File: config.mk
export PLATFORM = sky130hd
export DESIGN_NAME = seg_guard
export DESIGN_NICKNAME = d
export VERILOG_FILES = /design/src/rtl/seg_guard_pkg.sv /design/src/rtl/seg_load_check.sv /design/src/rtl/seg_ref_check.sv /design/src/rtl/seg_fault_encode.sv /design/src/rtl/seg_guard.sv
export SDC_FILE = /design/constraint.sdc
export NUM_CORES = 1
export LEC_CHECK = 0
export BUFFER_PORTS_ARGS = -buffer_cell sky130_fd_sc_hd__buf_2
export CAP_MARGIN = 15
export CORE_UTILIZATION = 40
export CTS_BUF_LIST = sky130_fd_sc_hd__clkbuf_2
export CTS_CLUSTER_SIZE = 24
export DETAILED_ROUTE_END_ITERATION = 12
export HOLD_SLACK_MARGIN = 0.03
export PLACE_DENSITY = 0.71
export SYNTH_ARGS = -nofsm -noshare
export SYNTH_HDL_FRONTEND = slang
export SYNTH_HIERARCHICAL = 1
export SYNTH_SLANG_ARGS = --single-unit
File: constraint.sdc
create_clock -name clk -period 5.2 [get_ports clk]
set_input_delay 0.52 -clock clk [delete_from_list [all_inputs] [get_ports clk]]
set_output_delay 0.52 -clock clk [all_outputs]
set_load 0.005 [all_outputs]
File: src/rtl/seg_guard_pkg.sv
package seg_guard_pkg;

    // destination / source segment register codes
    typedef enum logic [1:0] {
        SR_ES = 2'd0,
        SR_CS = 2'd1,
        SR_SS = 2'd2,
        SR_DS = 2'd3
    } segreg_e;

    localparam logic OP_LOAD = 1'b0;
    localparam logic OP_REF  = 1'b1;

    // selector layout
    localparam int RPL_W   = 2;
    localparam int IDX_LSB = 3;

    // exception vectors
    localparam int          VEC_W    = 8;
    localparam logic [7:0]  VEC_NONE = 8'd0;
    localparam logic [7:0]  VEC_ABS  = 8'd11;
    localparam logic [7:0]  VEC_STK  = 8'd12;
    localparam logic [7:0]  VEC_GP   = 8'd13;

    typedef enum logic [2:0] {
        CAUSE_NONE,
        CAUSE_TABLE,
        CAUSE_TYPE,
        CAUSE_PRIV,
        CAUSE_ABSENT,
        CAUSE_NULL,
        CAUSE_ACCESS,
        CAUSE_LIMIT
    } cause_e;

    typedef struct packed {
        logic       present;
        logic       is_seg;
        logic       exec;
        logic       conf;
        logic       rw;
        logic [1:0] dpl;
    } dattr_t;

    function automatic logic [1:0] pl_max(input logic [1:0] a, input logic [1:0] b);
        return (a > b) ? a : b;
    endfunction

    function automatic logic cause_is_load(input cause_e c);
        return (c == CAUSE_TABLE) || (c == CAUSE_TYPE) ||
               (c == CAUSE_PRIV)  || (c == CAUSE_ABSENT);
    endfunction

endpackage

File: src/rtl/seg_load_check.sv
module seg_load_check
    import seg_guard_pkg::*;
#(
    parameter int SEL_W = 16
) (
    input  segreg_e            seg,
    input  logic [SEL_W-1:0]   sel,
    input  logic [1:0]         cpl,
    input  logic [SEL_W-1:0]   tbl_limit,
    input  dattr_t             attr,
    output cause_e             cause,
    output logic               table_fault
);
    localparam int IDX_W = SEL_W - IDX_LSB;

    logic [SEL_W-1:0] entry_last;
    logic             is_null;
    logic             beyond;
    logic             type_ok;
    logic             priv_ok;
    logic [1:0]       rpl;
    logic [1:0]       eff;

    assign rpl        = sel[RPL_W-1:0];
    assign eff        = pl_max(cpl, rpl);
    assign entry_last = {sel[SEL_W-1 -: IDX_W], {IDX_LSB{1'b1}}};
    assign is_null    = (sel[SEL_W-1:RPL_W] == '0);
    assign beyond     = entry_last > tbl_limit;
    assign table_fault = beyond && !is_null;

    // allowed type per destination
    always_comb begin
        type_ok = 1'b0;
        if (attr.is_seg) begin
            unique case (seg)
                SR_CS:   type_ok = attr.exec;
                SR_SS:   type_ok = !attr.exec && attr.rw;
                default: type_ok = !attr.exec || attr.rw;
            endcase
        end
    end

    // privilege rules per destination
    always_comb begin
        unique case (seg)
            SR_CS: begin
                if (attr.conf) priv_ok = (attr.dpl <= cpl);
                else           priv_ok = (rpl <= cpl) && (attr.dpl == cpl);
            end
            SR_SS:   priv_ok = (rpl == cpl) && (attr.dpl == cpl);
            default: priv_ok = (attr.exec && attr.conf) || (eff <= attr.dpl);
        endcase
    end

    // ranked selection
    always_comb begin
        cause = CAUSE_NONE;
        if (is_null) begin
            if (seg == SR_CS || seg == SR_SS) cause = CAUSE_NULL;
        end else if (beyond) begin
            cause = CAUSE_TABLE;
        end else if (!type_ok) begin
            cause = CAUSE_TYPE;
        end else if (!priv_ok) begin
            cause = CAUSE_PRIV;
        end else if (!attr.present) begin
            cause = CAUSE_ABSENT;
        end
    end

endmodule

File: src/rtl/seg_ref_check.sv
module seg_ref_check
    import seg_guard_pkg::*;
#(
    parameter int OFF_W = 16
) (
    input  logic             exec,
    input  logic             rw,
    input  logic [OFF_W-1:0] limit,
    input  logic             is_write,
    input  logic             is_word,
    input  logic [OFF_W-1:0] offset,
    output cause_e           cause
);
    logic [OFF_W-1:0] last_byte;
    logic             access_bad;
    logic             limit_bad;

    // carry out of the offset sum is dropped
    assign last_byte = offset + OFF_W'(is_word);

    always_comb begin
        if (exec) access_bad = is_write || !rw;
        else      access_bad = is_write && !rw;
    end

    assign limit_bad = (offset > limit) || (last_byte > limit);

    always_comb begin
        if (access_bad)     cause = CAUSE_ACCESS;
        else if (limit_bad) cause = CAUSE_LIMIT;
        else                cause = CAUSE_NONE;
    end

endmodule

File: src/rtl/seg_fault_encode.sv
module seg_fault_encode
    import seg_guard_pkg::*;
#(
    parameter int SEL_W = 16
) (
    input  cause_e                  cause,
    input  segreg_e                 seg,
    input  logic [SEL_W-1:RPL_W]    sel_hi,
    output logic                    fault,
    output logic [VEC_W-1:0]        vector,
    output logic [SEL_W-1:0]        errcode
);
    logic stack_path;

    assign stack_path = (seg == SR_SS);

    always_comb begin
        fault = (cause != CAUSE_NONE);
        unique case (cause)
            CAUSE_NONE:   vector = VEC_NONE;
            CAUSE_ABSENT: vector = stack_path ? VEC_STK : VEC_ABS;
            CAUSE_LIMIT:  vector = stack_path ? VEC_STK : VEC_GP;
            default:      vector = VEC_GP;
        endcase
        errcode = cause_is_load(cause) ? {sel_hi, {RPL_W{1'b0}}} : '0;
    end

endmodule

File: src/rtl/seg_guard.sv
module seg_guard
    import seg_guard_pkg::*;
#(
    parameter int SEL_W = 16,
    parameter int OFF_W = 16
) (
    input  logic             clk,
    input  logic             rst,
    input  logic             req_valid,
    input  logic             req_op,
    input  logic [1:0]       req_seg,
    input  logic [SEL_W-1:0] req_sel,
    input  logic [1:0]       cur_pl,
    input  logic [SEL_W-1:0] tbl_limit,
    input  logic             d_present,
    input  logic             d_is_seg,
    input  logic             d_exec,
    input  logic             d_conf,
    input  logic             d_rw,
    input  logic [1:0]       d_dpl,
    input  logic [OFF_W-1:0] d_limit,
    input  logic             acc_write,
    input  logic             acc_word,
    input  logic [OFF_W-1:0] acc_offset,
    output logic             rsp_valid,
    output logic             rsp_fault,
    output logic [7:0]       rsp_vector,
    output logic [SEL_W-1:0] rsp_errcode
);
    segreg_e          seg;
    dattr_t           attr;
    cause_e           ld_cause;
    cause_e           rf_cause;
    cause_e           sel_cause;
    logic             ld_table;
    logic             nx_fault;
    logic [VEC_W-1:0] nx_vector;
    logic [SEL_W-1:0] nx_err;

    assign seg  = segreg_e'(req_seg);
    assign attr = '{present: d_present, is_seg: d_is_seg, exec: d_exec,
                    conf: d_conf, rw: d_rw, dpl: d_dpl};

    seg_load_check #(.SEL_W(SEL_W)) u_load (
        .seg         (seg),
        .sel         (req_sel),
        .cpl         (cur_pl),
        .tbl_limit   (tbl_limit),
        .attr        (attr),
        .cause       (ld_cause),
        .table_fault (ld_table)
    );

    seg_ref_check #(.OFF_W(OFF_W)) u_ref (
        .exec     (d_exec),
        .rw       (d_rw),
        .limit    (d_limit),
        .is_write (acc_write),
        .is_word  (acc_word),
        .offset   (acc_offset),
        .cause    (rf_cause)
    );

    assign sel_cause = (req_op == OP_REF) ? rf_cause : ld_cause;

    seg_fault_encode #(.SEL_W(SEL_W)) u_enc (
        .cause   (sel_cause),
        .seg     (seg),
        .sel_hi  (req_sel[SEL_W-1:RPL_W]),
        .fault   (nx_fault),
        .vector  (nx_vector),
        .errcode (nx_err)
    );

    always_ff @(posedge clk) begin
        if (rst) begin
            rsp_valid   <= 1'b0;
            rsp_fault   <= 1'b0;
            rsp_vector  <= '0;
            rsp_errcode <= '0;
        end else begin
            rsp_valid <= req_valid;
            if (req_valid) begin
                rsp_fault   <= nx_fault;
                rsp_vector  <= nx_vector;
                rsp_errcode <= nx_err;
            end else begin
                rsp_fault   <= 1'b0;
                rsp_vector  <= '0;
                rsp_errcode <= '0;
            end
        end
    end

    AST_RESP_FOLLOWS: assert property (@(posedge clk) disable iff (rst)
        req_valid |=> rsp_valid);
    AST_NO_STRAY_RESP: assert property (@(posedge clk) disable iff (rst)
        !req_valid |=> !rsp_valid && !rsp_fault);
    AST_TABLE_WINS: assert property (@(posedge clk) disable iff (rst)
        req_valid && req_op == OP_LOAD && ld_table |=>
        rsp_fault && rsp_vector == VEC_GP &&
        rsp_errcode == {$past(req_sel[SEL_W-1:RPL_W]), {RPL_W{1'b0}}});
    AST_ABSENT_VEC: assert property (@(posedge clk) disable iff (rst)
        req_valid && req_op == OP_LOAD && ld_cause == CAUSE_ABSENT |=>
        rsp_vector == (($past(req_seg) == 2'd2) ? VEC_STK : VEC_ABS));
    AST_REF_NO_SEL: assert property (@(posedge clk) disable iff (rst)
        req_valid && req_op == OP_REF |=> rsp_errcode == '0);
    AST_STACK_LIMIT: assert property (@(posedge clk) disable iff (rst)
        req_valid && req_op == OP_REF && rf_cause == CAUSE_LIMIT && seg == SR_SS |=>
        rsp_fault && rsp_vector == VEC_STK);
    AST_CLEAN_ZERO: assert property (@(posedge clk) disable iff (rst)
        rsp_valid && !rsp_fault |-> rsp_vector == '0 && rsp_errcode == '0);

endmodule

# After elaboration in Yosys (flattened, before gate mapping)

Index checks and enable logic that the tools add are counted.

Output and inout port bits: 26
Input bits: 81
Word-level logic and storage cells: 62
Flip-flop bits (word level): 26

Mux-type cells: 18
Bitwise operators: 2
Reductions and logical operators: 20
Equality and inequality tests: 9
$lt $le $gt $ge: 7
Add/subtract/negate cells: 1

Operators by type and width:

| kind                                                                   | count |
|---|---|
| 16-bit greater-than comparator                                         | 3 |
| 3-bit two-way mux                                                      | 10 |
| 8-bit case mux with 3 select lines                                     | 1 |
| 16-bit by 1-bit adder with 16-bit output                               | 1 |
| 14-bit zero test                                                       | 1 |
| 1-bit logical OR                                                       | 8 |
| 3-bit by 2-bit equality test with 1-bit output (second input constant) | 2 |
| 3-bit equality test (second input constant)                            | 2 |
| 2-bit less-or-equal comparator                                         | 3 |
| 1-bit logical AND                                                      | 5 |
| 2-bit equality test                                                    | 2 |
| 1-bit two-way mux                                                      | 4 |
| 1-bit case mux with 2 select lines                                     | 2 |
| 3-bit by 1-bit equality test with 1-bit output (second input constant) | 1 |
| 3-bit zero test                                                        | 1 |
| 3-bit nonzero test                                                     | 1 |
| 3-bit OR reduction                                                     | 1 |
| 2-bit by 1-bit equality test with 1-bit output (second input constant) | 1 |
| 2-bit equality test (second input constant)                            | 1 |
| 2-bit greater-than comparator                                          | 1 |
| 1-bit zero test                                                        | 2 |
| 2-bit two-way mux                                                      | 1 |
| 1-bit NOT                                                              | 2 |
| 2-bit OR reduction                                                     | 1 |

# Depth between registers and ports, before layout

Depth after elaboration: 16
Depth in mapped cells: 18
Gate-level depth less buffers: 17

# Hierarchy

The synthesis kept the hierarchy.

By module, submodules not included:

| module           | cells each | area each (µm²) | instances | seq. area each (µm²) |
|---|---|---|---|---|
| seg_ref_check    | 140        | 1053.5          | 1         | 0.0 |
| seg_guard        | 59         | 812.0           | 1         | 520.5 |
| seg_load_check   | 100        | 714.4           | 1         | 0.0 |
| seg_fault_encode | 33         | 252.7           | 1         | 0.0 |

# Least setup slack after synthesis

Ideal clock, no wire load.

Path type: in2reg
Start point: input port acc_offset[0]
End point: register rsp_errcode[10]
Required time: 5084 ps
Buffers on the path: 2
Arrival time: 3626 ps
Stages on the path: 18
Slack: 1459 ps
Setup time: 116 ps
Path through: ha_1 ha_1 nand4_1 nor2_1 nand2_1 xnor2_1 ha_1 a21oi_1 nand2_1 a221o_1 o31ai_2 o2111ai_1 buf_4 mux2_2 xnor2_2 buf_6 and2_4 and3b_1

Longest elaborated chain between the ends: 12
Elaborated cells on any way between the ends: 16
Those cells by class: add/sub: 1; order compare: 2; eq/ne: 4; mux: 3; bitwise: 1; reduce/logical: 5

RTL lines:

| what                                                                                                             | RTL line            | RTL |
|---|---|---|
| start: declaration                                                                                               | seg_guard.sv:24     | `input logic [OFF_W-1:0] acc_offset,` |
| 16-bit by 1-bit adder with 16-bit output                                                                         | seg_ref_check.sv:19 | `assign last_byte = offset + OFF_W'(is_word);` |
| 16-bit greater-than comparator                                                                                   | seg_ref_check.sv:26 | `assign limit_bad = (offset > limit) \|\| (last_byte > limit);` |
| 1-bit logical OR *                                                                                               | seg_ref_check.sv:26 |  |
| 3-bit two-way mux *                                                                                              | seg_ref_check.sv:30 | `else if (limit_bad) cause = CAUSE_LIMIT;` |
| 3-bit two-way mux *                                                                                              | seg_ref_check.sv:29 | `if (access_bad) cause = CAUSE_ACCESS;` |
| via rf_cause[1]                                                                                                  | seg_guard.sv:33     | `cause_e rf_cause;` |
| 3-bit two-way mux *                                                                                              | seg_guard.sv:64     | `assign sel_cause = (req_op == OP_REF) ? rf_cause : ld_cause;` |
| 3-bit by 1-bit equality test with 1-bit output or 3-bit by 2-bit equality test with 1-bit output (tied branches) | seg_guard_pkg.sv:50 | `return (c == CAUSE_TABLE) \|\| (c == CAUSE_TYPE) \|\|` |
| 1-bit logical OR (2 in series)                                                                                   | seg_guard_pkg.sv:50 |  |
| 1-bit logical OR *                                                                                               | seg_guard_pkg.sv:51 | `(c == CAUSE_PRIV) \|\| (c == CAUSE_ABSENT);` |
| 1-bit NOT (no line) *                                                                                            | n/a                 |  |
| 3-bit OR reduction (no line) *                                                                                   | n/a                 |  |
| end signal: assignment                                                                                           | seg_guard.sv:86     | `rsp_errcode <= nx_err;` |
| end: declaration                                                                                                 | seg_guard.sv:28     | `output logic [SEL_W-1:0] rsp_errcode` |

Mark *: on every way through the listed nets, which the timed path passes. The rest lies on a longest branch.
A chain may end at the register's enable or synchronous reset.

# Worst setup path after layout

Start point: input port acc_offset[0]
End point: register rsp_errcode[6]

Same word-level chain as after synthesis.

==> out/results.ini <==
[power]
vdd_drop_max_uv = 73.3
power.density_mw_per_mm2 = 152
leakagePower_nw = 1.94

[clocking]
root_buffer = clkbuf_2
cts.sinks = 26
cts_setup_buffers = 0
cts_resized = 0
clk_pin_slew_ps = 220
cts_tree = done
cts-hold-fix-buffers = 0
cts_max_path_buffers = 2
h-tree-depth = 1
cts_buffers = 3

[job]
cap_violations = 0

[yosys]
postSynthCellCount = 331
ys_warn_count = 6
postSynthAreaPerCell_um2 = 8.55
synthesis.area_mm2 = 0.00283

[route]
dr_wl_met3_um = 275
topRoutingLayerUsed = met4
wl_met2_um = 2930
ant_nets = 0
first_pass_iters = 4
wirelength_um = 6470
wire_per_inst_um = 12.2
viasPerCell = 4.95
drc = 0
first_iter_violations = 87
via_count = 2620
met1_length_um = 3140

[worst_setup_path]
arrival_ps = 4290
cp.required_ps = 5500
crit_top_cell = ha_1
crit_path_cell_trace = buf_2 > ha_1 > ha_1 > nand4_1 > nor2_1 > nand2_1 > xnor2_1 > ha_1 > a21oi_1 > nand2_1 > a221o_1 > o31ai_2 > o2111ai_1 > mux2_2 > xnor2_2 > and2_4 > and3b_1
max_stage_delay_ps = 530
critPathMaxFanout = 14
worstSetupPathType = input port to flip-flop
slowest_stage = xnor2_2
cp-start-kind = input port
cp-end-kind = flip-flop

[global_routing]
grt_pass1_wl_um = 11100
antenna_found_initial = 0
grt_pass1_vias = 2493
grt_usage_pct = 17.9
grt_max_degree = 27
grt_overflow = 0

[placement]
dp_hpwl_um = 5610
dp_slack_ps = 868
port_buffers = 106
gp_congestion = 0.891
dp.cells = 526

[cells_and_area]
antenna_cells = 0
area_growth_pct = 20.8
final-instance-count-excl-fill = 529
fillers = 692
post_route_cells_drive_above_1_share_pct = 31.9
nNetsFinal = 572

[sta]
worst_slew_pin_slew_ps = 622
maxSlewHeadroom_pct = 58.3
whs_ps = 554
setup_viol = 0
fin_setup_tns_ps = 0
min_period_ps = 3990
fin_ws_ps = 1210
maxClockFrequency_mhz = 251
fin_crit_sh_pct = 76.8
grt_setup_unrepaired = no
drv_slew = 0
hold_viol_final = 0

[status]
status = completed

[hold_path]
hold_class = input port to flip-flop

[floorplan]
coreArea_mm2 = 0.00679
initial_core_util_pct = 41.6
die_y_um = 86.1
dieArea_mm2 = 0.00741
die_width_um = 86.1
row_count = 30
pin_count = 107

-- through the flow --
step / util (%) / instance area, um2 / power (W)
after floorplan: - / 2850 / 0.000376
after global routing: 50.3 / 3420 / 0.000559
final: 50.3 / 3420 / 0.000518
after CTS: 50.3 / 3420 / 0.000522
after detailed placement: 50.1 / 3400 / 0.000452
after global placement: 50.1 / 3400 / 0.000444
-- registers in the layout (all words and copies together) (netlist names) --
name         cells
rsp_valid        1
rsp_vector       8
rsp_fault        1
rsp_errcode     16
-- power breakdown --
part | total [W] | switching [W] | internal (W)
clock | 0.0000689 | 0.0000532 | 0.0000157
combinational | 0.000236 | 0.000118 | 0.000118
sequential | 0.000213 | 0.00000262 | 0.000210
total | 0.000518 | 0.000174 | 0.000344
-- cell usage in the layout, fill, tap and decap left out, types with 2 or more instances in the layout --
cell / count
mux2_2: 3
xnor2_1: 9
nand2_1: 16
a31oi_1: 2
a21o_1: 4
and3_1: 4
and2_1: 2
nand3_1: 16
a221o_1: 2
ha_1: 56
and2_2: 4
clkbuf_2: 3
xor2_1: 5
nand2b_1: 3
o21bai_1: 2
nand4_1: 11
conb_1: 6
o21ai_0: 8
a21oi_1: 17
dfxtp_1: 26
and2_4: 10
and3b_1: 25
and4_1: 2
o31ai_1: 2
buf_2: 106
a21boi_2: 2
nor2b_1: 4
nor4_1: 4
inv_1: 43
nor2_1: 14
-- layout make-up --
type                    count  area (um2)  share of cell area, %
clock buffers               3        15.0                  0.439
inverters                  43         161                   4.72
multi-input cells         255        2070                   60.6
flip-flops and latches     26         520                   15.2
well taps                  96         120                   3.52
repair buffers            106         531                   15.5
-- critical path, delay by kind of cell --
kind | cells | cell delay [ps]
AO/OA/AOI/OAI | 4 | 980
AND/OR/NAND/NOR | 6 | 880
XOR/XNOR | 2 | 660
adder cells (fa/ha/maj) | 3 | 800
buffers and inverters | 1 | 90
multiplexers | 1 | 340
-- metal layers --
layer,track usage (%),vias to the layer above
met5,0,-
met4,4.70,0
met3,1.64,14
met2,30.3,77
met1,24.3,1169
li1,-,1360
-- final timing paths --
path | endpoint | start | depth (start not counted)
setup / recovery | rsp_errcode[6] | acc_offset[0] | 17
hold / removal | rsp_errcode[2] | req_sel[2] | 3
Power figures use the tool's default switching activity.
